[config.mk]
export PLATFORM = sky130hd
export DESIGN_NAME = funnel_shifter
export DESIGN_NICKNAME = d
export VERILOG_FILES = /design/src/rtl/funnel_pkg.sv /design/src/rtl/funnel_mux_level.sv /design/src/rtl/funnel_ctrl.sv /design/src/rtl/funnel_core.sv /design/src/rtl/funnel_shifter.sv
export SDC_FILE = /design/constraint.sdc
export NUM_CORES = 1
export LEC_CHECK = 0
export BUFFER_PORTS_ARGS = -buffer_cell sky130_fd_sc_hd__clkbuf_2
export CAP_MARGIN = 30
export CORE_MARGIN = 3
export CORE_UTILIZATION = 45
export DETAILED_ROUTE_END_ITERATION = 10
export PLACE_DENSITY = 0.77
export SLEW_MARGIN = 0
export SYNTH_ARGS = -nofsm -noshare
export SYNTH_HDL_FRONTEND = slang
export SYNTH_SLANG_ARGS = --single-unit
[constraint.sdc]
create_clock -name vclk -period 7
set_clock_uncertainty 0.1 [all_clocks]
set_input_delay 0.7 -clock vclk [all_inputs]
set_output_delay 0.7 -clock vclk [all_outputs]
set_load 0.005 [all_outputs]
[src/rtl/funnel_pkg.sv]
package funnel_pkg;

  typedef enum logic [1:0] {
    OP_SRL = 2'b00,
    OP_SRA = 2'b01,
    OP_ROR = 2'b10,
    OP_SLL = 2'b11
  } shift_op_e;

endpackage

[src/rtl/funnel_mux_level.sv]
// One 2:1 multiplexer level of the funnel: moves the window by SHIFT or passes it.
module funnel_mux_level #(
  parameter int IN_W  = 8,
  parameter int OUT_W = 4,
  parameter int SHIFT = 4
) (
  input  logic [IN_W-1:0]  din,
  input  logic             sel,
  output logic [OUT_W-1:0] dout
);

  always_comb begin
    if (sel) dout = din[SHIFT +: OUT_W];
    else     dout = din[OUT_W-1:0];
  end

endmodule

[src/rtl/funnel_ctrl.sv]
// Turns an operation code into the two funnel halves and the funnel count.
module funnel_ctrl
  import funnel_pkg::*;
#(
  parameter int WIDTH = 32,
  localparam int AW   = $clog2(WIDTH)
) (
  input  logic [WIDTH-1:0] a,
  input  logic [AW-1:0]    shamt,
  input  shift_op_e        op,
  output logic [WIDTH-1:0] upper,
  output logic [WIDTH-1:0] lower,
  output logic [AW:0]      amount
);

  localparam logic [AW:0] FULL_AMT = (AW+1)'(WIDTH);

  function automatic logic [WIDTH-1:0] pick_upper(shift_op_e o, logic [WIDTH-1:0] v);
    case (o)
      OP_SRL:  return '0;
      OP_SRA:  return {WIDTH{v[WIDTH-1]}};
      default: return v;
    endcase
  endfunction

  function automatic logic [WIDTH-1:0] pick_lower(shift_op_e o, logic [WIDTH-1:0] v);
    if (o == OP_SLL) return '0;
    return v;
  endfunction

  function automatic logic [AW:0] pick_amount(shift_op_e o, logic [AW-1:0] s);
    if (o == OP_SLL) return FULL_AMT - {1'b0, s};
    return {1'b0, s};
  endfunction

  always_comb begin
    upper  = pick_upper(op, a);
    lower  = pick_lower(op, a);
    amount = pick_amount(op, shamt);
  end

  // The funnel count never exceeds the word width.
  always_comb begin
    assert_amount_range_R7: assert (amount <= FULL_AMT)
      else $error("funnel count above width");
  end

endmodule

[src/rtl/funnel_core.sv]
// Right-shift-and-extract array over {y_in, x_in}; count 0..WIDTH.
module funnel_core #(
  parameter int WIDTH = 32,
  localparam int AW   = $clog2(WIDTH)
) (
  input  logic [WIDTH-1:0] y_in,
  input  logic [WIDTH-1:0] x_in,
  input  logic [AW:0]      amount,
  output logic [WIDTH-1:0] window
);

  localparam logic [AW:0] FULL_AMT = (AW+1)'(WIDTH);
  localparam int TOP_W = 2*WIDTH - 1;

  // Top level: a count of WIDTH takes the upper half outright; the rest of the
  // count is then zero, so the padding bits are never selected.
  logic [TOP_W-1:0] top_out;
  logic             take_upper;

  assign take_upper = amount[AW];

  always_comb begin
    if (take_upper) top_out = {{(WIDTH-1){1'b0}}, y_in};
    else            top_out = {y_in[WIDTH-2:0], x_in};
  end

  // Binary levels from the largest step down; each level keeps only the bits
  // the smaller steps below it can still reach.
  for (genvar k = AW-1; k >= 0; k--) begin : g_lvl
    localparam int SH = 1 << k;
    logic [WIDTH+2*SH-2:0] din;
    logic [WIDTH+SH-2:0]   dout;
    if (k == AW-1) begin : g_first
      assign din = top_out;
    end else begin : g_next
      assign din = g_lvl[k+1].dout;
    end
    funnel_mux_level #(
      .IN_W (WIDTH + 2*SH - 1),
      .OUT_W(WIDTH + SH - 1),
      .SHIFT(SH)
    ) u_mux (
      .din (din),
      .sel (amount[k]),
      .dout(dout)
    );
  end

  assign window = g_lvl[0].dout;

  always_comb begin
    if (amount == FULL_AMT)
      assert_full_takes_upper_R7: assert (window == y_in)
        else $error("count of width did not yield upper half");
    if (amount == '0)
      assert_zero_takes_lower_R7: assert (window == x_in)
        else $error("count of zero did not yield lower half");
  end

endmodule

[src/rtl/funnel_shifter.sv]
module funnel_shifter
  import funnel_pkg::*;
#(
  parameter int WIDTH = 32,
  localparam int AW   = $clog2(WIDTH)
) (
  input  logic [WIDTH-1:0] operand_a,
  input  logic [AW-1:0]    shamt,
  input  logic [1:0]       op_sel,
  output logic [WIDTH-1:0] result
);

  shift_op_e        op;
  logic [WIDTH-1:0] half_upper;
  logic [WIDTH-1:0] half_lower;
  logic [AW:0]      funnel_amt;

  assign op = shift_op_e'(op_sel);

  funnel_ctrl #(.WIDTH(WIDTH)) u_ctrl (
    .a     (operand_a),
    .shamt (shamt),
    .op    (op),
    .upper (half_upper),
    .lower (half_lower),
    .amount(funnel_amt)
  );

  funnel_core #(.WIDTH(WIDTH)) u_core (
    .y_in  (half_upper),
    .x_in  (half_lower),
    .amount(funnel_amt),
    .window(result)
  );

  // Observation wires for the port-level checks.
  logic [WIDTH-1:0] low_mask;
  logic             zero_count;
  int               vacated_from;

  assign low_mask     = (WIDTH'(1) << shamt) - WIDTH'(1);
  assign zero_count   = (shamt == '0);
  assign vacated_from = WIDTH - int'(shamt);

  always_comb begin
    if (zero_count)
      assert_zero_count_identity_R5: assert (result == operand_a)
        else $error("zero count changed operand");
    if (op == OP_SRL && !zero_count)
      assert_srl_zero_fill_R1: assert ((result >> vacated_from) == '0)
        else $error("logical right shift filled non-zero");
    if (op == OP_SRA && !zero_count && operand_a[WIDTH-1])
      assert_sra_sign_fill_R2: assert (((~result) >> vacated_from) == '0)
        else $error("arithmetic right shift lost sign fill");
    if (op == OP_ROR)
      assert_ror_keeps_ones_R3: assert ($countones(result) == $countones(operand_a))
        else $error("rotate changed number of set bits");
    if (op == OP_SLL)
      assert_sll_low_zero_R4: assert ((result & low_mask) == '0)
        else $error("left shift filled non-zero at bottom");
  end

endmodule

# Word level (Yosys, flattened, before mapping)
# Cells that the tools add are included.
# word_totals
input_bits	39
word_cells	16
reg_bits	0
# classes
eq_ne	2
n_addsub	1
n_mux	12
reduce_logical	1
# op_table
cell	n
2-to-1 mux 32 bit	3
case mux 32 bit (2 select lines)	1
2-to-1 mux 63 bit	1
2-to-1 mux 47 bit	1
2-to-1 mux 39 bit	1
2-to-1 mux 35 bit	1
2-to-1 mux 33 bit	1
2-to-1 mux 6 bit	2
subtractor 6 x 5 -> 6 bit (first input constant)	1
equality test 2 x 1 -> 1 bit (second input constant)	1
equality test 2 bit (second input constant)	1
logical NOT 2 bit	1
2-to-1 mux 1 bit	1

# Depth between registers and ports, before layout
# depth
ltp_word	9
depth_mapped	15
depth_no_buf	9

# By module
# From an unflattened synthesis, not the netlist that was laid out.
# hier_totals
hier_cells	400
hier_area_um2	4319.1
# modules_own_cells
mod	area_each_um2	cells_per_inst	instances	seq_area_each_um2
funnel_core	749.5	70	1	0.0
funnel_mux_level at u_core.g_lvl[4].u_mux	691.9	52	1	0.0
funnel_ctrl	681.9	123	1	0.0
funnel_mux_level at u_core.g_lvl[2].u_mux	578.1	39	1	0.0
funnel_mux_level at u_core.g_lvl[1].u_mux	555.5	37	1	0.0
funnel_mux_level at u_core.g_lvl[0].u_mux	544.3	36	1	0.0
funnel_mux_level at u_core.g_lvl[3].u_mux	518.0	43	1	0.0

# Worst setup path before layout
# Ideal clock, no wire load.
# synth_timing
kind	in2out
start	input port shamt[0]
end	output port result[31]
setup_slack_ps	2060
path_stages	15
path_buffers	6
required_time_ps	6200
arrival_time_ps	4140
cell_sequence	clkbuf_1 -> inv_1 -> clkbuf_1 -> clkbuf_1 -> ha_1 -> or3b_1 -> buf_2 -> a211o_1 -> buf_6 -> buf_6 -> mux2i_1 -> a2111oi_0 -> a221oi_1 -> a221o_1 -> o211ai_1
# synth_between
elab_chain_cells	9
# synth_lines
element	line	rtl
start, declared	funnel_shifter.sv:8	input logic [AW-1:0] shamt,
subtractor 6 x 5 -> 6 bit	funnel_ctrl.sv:32	if (o == OP_SLL) return FULL_AMT - {1'b0, s};
2-to-1 mux 6 bit	funnel_ctrl.sv:32	
2-to-1 mux 6 bit *	funnel_ctrl.sv:33	return {1'b0, s};
2-to-1 mux 63 bit	funnel_core.sv:23	if (take_upper) top_out = {{(WIDTH-1){1'b0}}, y_in};
2-to-1 mux 47 bit	funnel_mux_level.sv:13	if (sel) dout = din[SHIFT +: OUT_W];
2-to-1 mux 39 bit	funnel_mux_level.sv:13	
2-to-1 mux 35 bit	funnel_mux_level.sv:13	
2-to-1 mux 33 bit	funnel_mux_level.sv:13	
2-to-1 mux 32 bit *	funnel_mux_level.sv:13	
end, declared	funnel_shifter.sv:10	output logic [WIDTH-1:0] result
# Every way passes the cells marked *; elsewhere a longest branch is shown, timed or not. The select of a mux whose other input is x is not followed.

# Final worst setup path
# layout_timing
start	input port shamt[0]
end	output port result[24]
# The elaborated chain is that of the path after synthesis.

==> flow_summary.ini <==
[timing]
tns_ns = 0
worst_slew_pin_slew_ns = 1.01
fin_crit_sh = 0.752
min_period_ns = 5.26
slew_violations = 0
finalSetupViolations = 0
fmax_mhz = 190
hold_violations = 0
maxSlewHeadroom = 0.322
rsz0062_at_grt = no

[setup_path]
path_max_fanout = 22
path_buf_inv = 4
critical_path.cell_chain = clkbuf_2 -> inv_1 -> ha_1 -> or3b_1 -> a211o_1 -> buf_4 -> mux2i_1 -> o21ai_1 -> o21ai_1 -> a21oi_1 -> mux4_2 -> clkbuf_2
criticalPathCategory = input port to primary output
cpMaxStageDelayCell = a211o_1
critPathLaunch = shamt[0]
worstSetupStartpointType = input port
crit_arrival_ns = 4.46
cp-end-kind = primary output
path_delay_family = compound AO/OA/AOI/OAI gates
crit_required_ns = 6.20
max_stage_delay_ns = 0.58

[final_layout]
num_antenna_cells = 0
nClkBuffers = 0
n_fill_cell = 646
instances_no_fill = 554
multi_input_area_um2 = 2910
seq_cell_count = 0
mostFrequentLayoutCells = clkbuf_2 (71), nand2_1 (54), mux2i_1 (34), nor2_1 (34), a21oi_1 (32)
drive_gt1_frac = 0.285
ff_latch_area_um2 = 0
nNetsFinal = 519
syn2layout_area_growth_pct = 11.6
final_common_cell = clkbuf_2
final_area_um2 = 3480

[clock_network]
cts_resized = 0
post_cts_buffers = 0
cts_hold_buf = 0

[place]
place_inst = 553
globalplace.congestion = 1.04
place_area_um2 = 3460
port_buffers = 71
dp_hpwl_mm = 9.62

[route]
drtIter0Drc = 608
dr.pass1.iters = 5
vias = 4137
vias_per_cell = 7.47
wl_mm = 12.7
drc = 0
ant_nets = 0
wl_per_cell_um = 23.0

[yosys]
synth.distinct_cells = 71
syn_area_um2 = 3120
syn_inst = 440
yosysWarnings = 0
synth_area_per_cell_um2 = 7.08
synth_fp_nets = 480
ys_seq_area_frac = 0

[die]
io_pins = 71
start_util = 0.477
coreArea_um2 = 6530
fp.dieW_um = 89.2
die_y_um = 89.2
row_count = 29
dieArea_um2 = 7960

[grt]
grt_util_all_layers = 0.314
grt-ovfl-total = 0
grt_pass1_wl_mm = 19.7
grt_max_degree = 39
antenna_found_initial = 0
grt_pass1_vias = 3645

[outcome]
status = completed

[pwr]
irDropWorstVdd_v = 0.0000611
p_leak_nw = 1.47
p_per_area_nw_per_um2 = 130

[min_path]
min_from = shamt[0]
worstHoldPathType = input port to primary output

[run]
drv_cap = 0
## routing by layer
metal | up-vias | share of wire | track usage | wire length, um
li1 | 1842 | - | - | -
met1 | 1914 | 0.42 | 0.451 | 5390
met2 | 336 | 0.44 | 0.486 | 5550
met3 | 45 | 0.11 | 0.0452 | 1370
met4 | 0 | 0.034 | 0.0880 | 429
met5 | - | 0 | 0 | 0
## where the power goes
group          total [mW]  switching (mW)  leakage, nW  internal, mW
Sequential              0               0            0             0
Combinational       0.451           0.265         1.47         0.186
Clock                   0               0            0             0
Total               0.451           0.265         1.47         0.186
## kinds of logic (layout without fill, tap and decap cells)
family / Yosys count / in the layout / share of synthesized area
compound gates: 176 / 176 / 0.434
simple gates: 135 / 135 / 0.199
mux: 69 / 69 / 0.270
buf+inv: 54 / 91 / 0.0791
xor+xnor: 5 / 5 / 0.0141
fa+ha+maj: 1 / 1 / 0.00402
## final timing paths
check	end	slack [ns]	depth (start not counted)
worst min-delay path	result[25]	1.88	3
worst max-delay path	result[24]	1.74	12
## cells in the mapped netlist (4+ instances only)
cell | number | area [um^2]
a2111oi_0 | 7 | 61.3
a211oi_1 | 10 | 75.1
a21oi_1 | 32 | 160
a221oi_1 | 7 | 61.3
a22oi_1 | 6 | 45.0
a32oi_1 | 6 | 52.6
and2_1 | 4 | 25.0
buf_2 | 11 | 55.1
buf_6 | 4 | 45.0
clkbuf_1 | 28 | 105
inv_1 | 11 | 41.3
mux2_2 | 23 | 259
mux2i_1 | 35 | 350
mux4_2 | 8 | 180
nand2_1 | 54 | 203
nand2b_1 | 4 | 25.0
nand3_1 | 13 | 65.1
nor2_1 | 34 | 128
nor3_1 | 7 | 35.0
o2111ai_1 | 4 | 35.0
o211ai_1 | 6 | 45.0
o21ai_0 | 19 | 95.1
o221ai_1 | 10 | 87.6
o22ai_1 | 15 | 93.8
o31ai_1 | 5 | 37.5
## cell type report
class | instances | area share
Timing Repair Buffer | 80 | 0.123
Inverter | 11 | 0.0119
Tap cell | 77 | 0.0277
Multi-Input combinational cell | 386 | 0.838
## stage by stage
stage                     setup WS (ns)  utilization  hold WS (ns)  power, mW
after global routing               1.49        0.532          1.92      0.487
after floorplan                    2.06            -          1.73      0.299
after detailed placement           1.83        0.530          1.85      0.435
after global placement             2.02        0.530          1.86      0.432
final                              1.74        0.532          1.88      0.451
after CTS                          1.82        0.530          1.85      0.437
Power figures use the tool's default switching activity.
